`src/rtl/mux_addsub_pkg.sv`:
```
package mux_addsub_pkg;

  // Low-byte approximate cell flavour.
  typedef enum logic {
    CELL_OR_SEL  = 1'b0,  // sum falls back to the local carry
    CELL_CIN_SEL = 1'b1   // sum falls back to the incoming carry
  } cell_kind_e;

endpackage

```
`src/rtl/mxa_cell.sv`:
```
module mxa_cell
  import mux_addsub_pkg::*;
#(
  parameter cell_kind_e KIND = CELL_OR_SEL
) (
  input  logic a_i,
  input  logic b_i,
  input  logic cin_i,
  output logic sum_o,
  output logic cout_o
);

  logic gen_c;
  logic half_s;

  // Local carry: only the two operand bits take part.
  assign gen_c  = a_i & b_i;
  assign half_s = a_i ^ b_i;
  assign cout_o = gen_c;

  generate
    if (KIND == CELL_OR_SEL) begin : g_or_sel
      logic unused_cin;
      assign unused_cin = cin_i;
      always_comb begin
        if (gen_c) sum_o = gen_c;
        else       sum_o = half_s;
      end
    end else begin : g_cin_sel
      always_comb begin
        if (gen_c) sum_o = cin_i;
        else       sum_o = half_s ^ cin_i;
      end
    end
  endgenerate

endmodule

```
`src/rtl/mxa_low_part.sv`:
```
module mxa_low_part
  import mux_addsub_pkg::*;
#(
  parameter int         BITS = 8,
  parameter cell_kind_e KIND = CELL_OR_SEL
) (
  input  logic [BITS-1:0] a_i,
  input  logic [BITS-1:0] b_i,
  input  logic            cin_i,
  output logic [BITS-1:0] sum_o,
  output logic            cout_o
);

  logic [BITS:0] cy;

  assign cy[0] = cin_i;

  generate
    for (genvar i = 0; i < BITS; i++) begin : g_cell
      mxa_cell #(.KIND(KIND)) cell_i (
        .a_i   (a_i[i]),
        .b_i   (b_i[i]),
        .cin_i (cy[i]),
        .sum_o (sum_o[i]),
        .cout_o(cy[i+1])
      );

      // carry leaving a cell depends on its operand bits only
      always_comb begin
        p_local_carry_r2: assert (cy[i+1] == (a_i[i] & b_i[i]));
      end

      if (KIND == CELL_OR_SEL) begin : g_chk_or
        // flavour 0 sum equals OR of the operand bits
        always_comb begin
          p_or_sum_r3: assert (sum_o[i] == (a_i[i] | b_i[i]));
        end
      end else begin : g_chk_cin
        // flavour 1 passes the incoming carry when a carry is generated
        always_comb begin
          if (a_i[i] & b_i[i]) begin
            p_cin_pass_r4: assert (sum_o[i] == cy[i]);
          end
        end
      end
    end
  endgenerate

  assign cout_o = cy[BITS];

endmodule

```
`src/rtl/mxa_exact_part.sv`:
```
module mxa_exact_part #(
  parameter int BITS = 8
) (
  input  logic [BITS-1:0] a_i,
  input  logic [BITS-1:0] b_i,
  input  logic            cin_i,
  output logic [BITS-1:0] sum_o,
  output logic            cout_o
);

  logic [BITS:0]   cy;
  logic [BITS-1:0] prop;

  assign cy[0] = cin_i;

  generate
    for (genvar i = 0; i < BITS; i++) begin : g_fa
      assign prop[i]  = a_i[i] ^ b_i[i];
      assign sum_o[i] = prop[i] ^ cy[i];
      assign cy[i+1]  = (a_i[i] & b_i[i]) | (cy[i] & prop[i]);
    end
  endgenerate

  assign cout_o = cy[BITS];

  // ripple chain agrees with arithmetic addition
  always_comb begin
    p_exact_sum_r5: assert ({cout_o, sum_o} ==
      ({1'b0, a_i} + {1'b0, b_i} + {{BITS{1'b0}}, cin_i}));
  end

endmodule

```
`src/rtl/mux_addsub.sv`:
```
module mux_addsub
  import mux_addsub_pkg::*;
#(
  parameter int         WIDTH   = 16,
  parameter int         LO_BITS = 8,
  parameter cell_kind_e KIND    = CELL_OR_SEL,
  parameter bit         REG_OUT = 1'b1
) (
  input  logic             clk,
  input  logic             rst_n,
  input  logic [WIDTH-1:0] op_a_i,
  input  logic [WIDTH-1:0] op_b_i,
  input  logic             sub_i,
  output logic [WIDTH-1:0] sum_o,
  output logic             cout_o
);

  localparam int HI_BITS = WIDTH - LO_BITS;

  logic [WIDTH-1:0]   b_eff;
  logic [LO_BITS-1:0] lo_sum;
  logic               lo_cout;
  logic [HI_BITS-1:0] hi_sum;
  logic               hi_cout;
  logic [WIDTH-1:0]   res_d;
  logic               cout_d;

  // subtraction through operand inversion and carry injection
  assign b_eff = sub_i ? ~op_b_i : op_b_i;

  mxa_low_part #(.BITS(LO_BITS), .KIND(KIND)) low_i (
    .a_i   (op_a_i[LO_BITS-1:0]),
    .b_i   (b_eff[LO_BITS-1:0]),
    .cin_i (sub_i),
    .sum_o (lo_sum),
    .cout_o(lo_cout)
  );

  mxa_exact_part #(.BITS(HI_BITS)) high_i (
    .a_i   (op_a_i[WIDTH-1:LO_BITS]),
    .b_i   (b_eff[WIDTH-1:LO_BITS]),
    .cin_i (lo_cout),
    .sum_o (hi_sum),
    .cout_o(hi_cout)
  );

  // carry into the exact byte comes from the top low cell alone
  always_comb begin
    p_hi_link_r5: assert (lo_cout ==
      (op_a_i[LO_BITS-1] & b_eff[LO_BITS-1]));
  end

  // Next-state values
  always_comb begin
    res_d  = {hi_sum, lo_sum};
    cout_d = hi_cout;
  end

  generate
    if (REG_OUT) begin : g_reg
      logic [WIDTH-1:0] res_q;
      logic             cout_q;
      logic             primed_q;

      always_ff @(posedge clk or negedge rst_n) begin
        if (!rst_n) begin
          res_q  <= '0;
          cout_q <= 1'b0;
        end else begin
          res_q  <= res_d;
          cout_q <= cout_d;
        end
      end

      always_ff @(posedge clk or negedge rst_n) begin
        if (!rst_n) primed_q <= 1'b0;
        else        primed_q <= 1'b1;
      end

      assign sum_o  = res_q;
      assign cout_o = cout_q;

      // steady inputs give a steady registered result
      p_hold_r1: assert property (@(posedge clk) disable iff (!rst_n)
        (primed_q && $stable(op_a_i) && $stable(op_b_i) && $stable(sub_i))
        |=> ($stable(sum_o) && $stable(cout_o)));

      // result register is cleared while reset is held
      always_comb begin
        if (!rst_n) begin
          p_reset_zero_r1: assert (res_q == '0 && cout_q == 1'b0);
        end
      end
    end else begin : g_comb
      logic unused_clk_rst;
      assign unused_clk_rst = clk ^ rst_n;
      assign sum_o  = res_d;
      assign cout_o = cout_d;
    end
  endgenerate

endmodule

```
`config.mk`:
```
export PLATFORM = sky130hd
export DESIGN_NAME = mux_addsub
export DESIGN_NICKNAME = d
export VERILOG_FILES = /design/src/rtl/mux_addsub_pkg.sv /design/src/rtl/mxa_cell.sv /design/src/rtl/mxa_low_part.sv /design/src/rtl/mxa_exact_part.sv /design/src/rtl/mux_addsub.sv
export SDC_FILE = /design/constraint.sdc
export NUM_CORES = 1
export LEC_CHECK = 0
export BUFFER_PORTS_ARGS = -buffer_cell sky130_fd_sc_hd__buf_2
export CAP_MARGIN = 10
export CORE_MARGIN = 4
export CORE_UTILIZATION = 30
export CTS_CLUSTER_DIAMETER = 100
export DETAILED_ROUTE_END_ITERATION = 8
export HOLD_SLACK_MARGIN = 0.03
export MAX_ROUTING_LAYER = met4
export PLACE_DENSITY_LB_ADDON = 0.15
export SLEW_MARGIN = 20
export SYNTH_ARGS = -nofsm -noshare
export SYNTH_HDL_FRONTEND = slang
export SYNTH_SLANG_ARGS = --single-unit
```
`constraint.sdc`:
```
create_clock -name clk -period 1.1 [get_ports clk]
set_input_delay 0.22 -clock clk [delete_from_list [all_inputs] [get_ports clk]]
set_output_delay 0.22 -clock clk [all_outputs]
set_load 0.05 [all_outputs]
```
==> impl_metrics.ini <==
[run_status]
status = finished, violations left
violations = negative setup slack

[layout]
final_util = 0.498
antenna_cells = 0
finalNetCount = 168
final_area_sq_um = 1360
final_cells = 155
layout-drive-gt1-share = 0.605
syn_to_final_growth_pct = 58.7

[worst_setup_path]
arrival_ps = 3180
crit_type = input port to flip-flop
endpoint_kind = flip-flop
start_kind = input port
cp.required_ps = 1260
path_max_fanout = 3

[timing]
finalSetupViolCount = 8
relSlewSlack = 0.747
rsz0062_at_grt = true
max_freq_mhz = 331
drv_slew = 0
period_minus_slack_ps = 3020
timing.final.ws_setup_ps = -1920
finalCritPeriodShare = 2.75
hold_viol_final = 0
tightest_slew_ps = 379

[placement]
post-dp-hpwl_um = 1390
dp_cells = 148
gp_congestion = 0.701
dpl_cell_area_sq_um = 1190
io_buffers = 51

[clock_tree]
ctsRootBufferMaster = clkbuf_4
cts_sinks = 17
cts_tree = yes
cts_buffer_depth = 2
cts_buffers = 3
cts.reportedPaths.clkPinSlew_ps = 100
htree_levels = 1

[power]
max-vdd-ir-drop_uv = 933
p_leak_nw = 0.652
p_per_area_nw_per_um2 = 1530
power.total_w = 0.00209

[synth]
synth_seq_cells = 17
syn_inst = 64
synth_cell_types = 9
yosysWarnings = 0
avgSynthCellArea_sq_um = 13.4
ys_top_cells_by_area = dfrtp_1 (50%), fa_1 (19%), xnor2_1 (13%)
synth_top_cell_by_area = dfrtp_1
ys_seq_area_frac = 0.496
syn_nets = 107
synth_top_area_share = 0.496
synth_area_sq_um = 858

[grt]
busiest_layer = met2
track_usage = 0.0943
grt_pass1_wl_um = 2480
met1_usage = 0.0830
use_met3 = 0.0147
grt_max_degree = 18
gr-total-overflow = 0
grt_antenna_before_repair = 0
gr-usage-met2 = 0.184
grt_pass1_vias = 633

[die]
coreArea_sq_um = 2730
fp.dieH_um = 61.5
pin_count = 52
start_util = 0.314
core.rowCount = 19
die_area_sq_um = 3780
die_x_um = 61.5

[drt]
vias = 617
drtAntennaViolNets = 0
firstDrtPassIters = 2
wl_um = 1700
first_iter_violations = 7
drc = 0
avgViaCountPerCell = 3.98
routed_wire_length_per_instance_um = 11.0

[worst_hold_path]
hold_depth = 2
hp-class = input port to flip-flop
hp-start = op_a_i[0]
hold_end = sum_o[0]

[job]
drv_cap = 0
==> layer usage <==
| layer | vias to the layer above | share of wire |
|---|---|---|
| li1 | 297 | - |
| met1 | 293 | 0.29 |
| met2 | 25 | 0.61 |
| met3 | 2 | 0.090 |
| met4 | 0 | 0.010 |
| met5 | - | 0 |
==> sequential cells by signal (all words and copies together), names as in the netlist <==
signal,count
sum_o,16
cout_o,1
==> critical path, cell delays in order <==
cell and delay [ps]:
buf_12 110, xnor2_4 130, nor2b_2 140, fa_2 210, fa_2 190, inv_2 40, fa_2 330, fa_2 340
fa_2 340, fa_2 340, fa_2 340, inv_2 60, fa_1 390
==> timing repair <==
item	in CTS	in global routing
hold buffers	1	0
resized for setup	18	28
setup endpoints to repair	17	22
buffers inserted	2	0
pin swaps	0	1
endpoints found under the hold margin	17	0
==> power breakdown <==
group          internal, W  switching (W)
registers         0.000735      0.0000406
clock network     0.000140       0.000183
logic             0.000373       0.000613
==> worst max path at each step <==
stage / startpoint / end / slack (ps) / depth (start not counted)
after floorplan: sub_i / sum_o[15] / -2190 / 13
after global placement: sub_i / sum_o[15] / -2240 / 13
after detailed placement: sub_i / sum_o[15] / -2270 / 13
after CTS: sub_i / sum_o[15] / -1930 / 13
after global routing: sub_i / sum_o[15] / -2000 / 13
final: sub_i / sum_o[15] / -1920 / 13
==> cell usage in the layout (no fill, tap or decap), types with 2 or more instances in the layout <==
cell / netlist / routed
buf_6: 1 / 8
xor2_1: 3 / 2
dfrtp_1: 17 / 17
buf_4: 0 / 15
buf_12: 1 / 2
inv_1: 12 / 7
nand2b_1: 8 / 8
buf_2: 0 / 32
clkbuf_4: 0 / 3
inv_2: 0 / 5
xnor2_1: 13 / 12
fa_2: 0 / 7
==> cell usage after synthesis <==
| cell | instances |
|---|---|
| nand2b_1 | 8 |
| inv_1 | 12 |
| nor2b_1 | 1 |
| fa_1 | 8 |
| xnor2_1 | 13 |
| buf_6 | 1 |
| dfrtp_1 | 17 |
| xor2_1 | 3 |
| buf_12 | 1 |
==> cell type report <==
type	count	area, sq um
fill	248	1370
sequential	17	425
multi-input combinational	33	414
timing repair buffer	58	413
inverter	12	45.0
tap	31	38.8
clock buffer	4	26.3
==> metrics by stage <==
stage               hold WS, ps  TNS (ps)  setup WS (ps)
global placement            162    -11720          -2240
finish                      120     -8950          -1920
detailed placement          167    -11850          -2270
floorplan                 -75.6    -11360          -2190
global route                104     -9320          -2000
CTS                         108     -8970          -1930
==> logic make-up after synthesis <==
| family | share of synthesized area |
|---|---|
| flops | 0.496 |
| buf+inv | 0.0889 |
| fa+ha+maj | 0.187 |
| xor+xnor | 0.163 |
| simple gates | 0.0656 |
No activity file was read; power rests on OpenSTA's default activity.
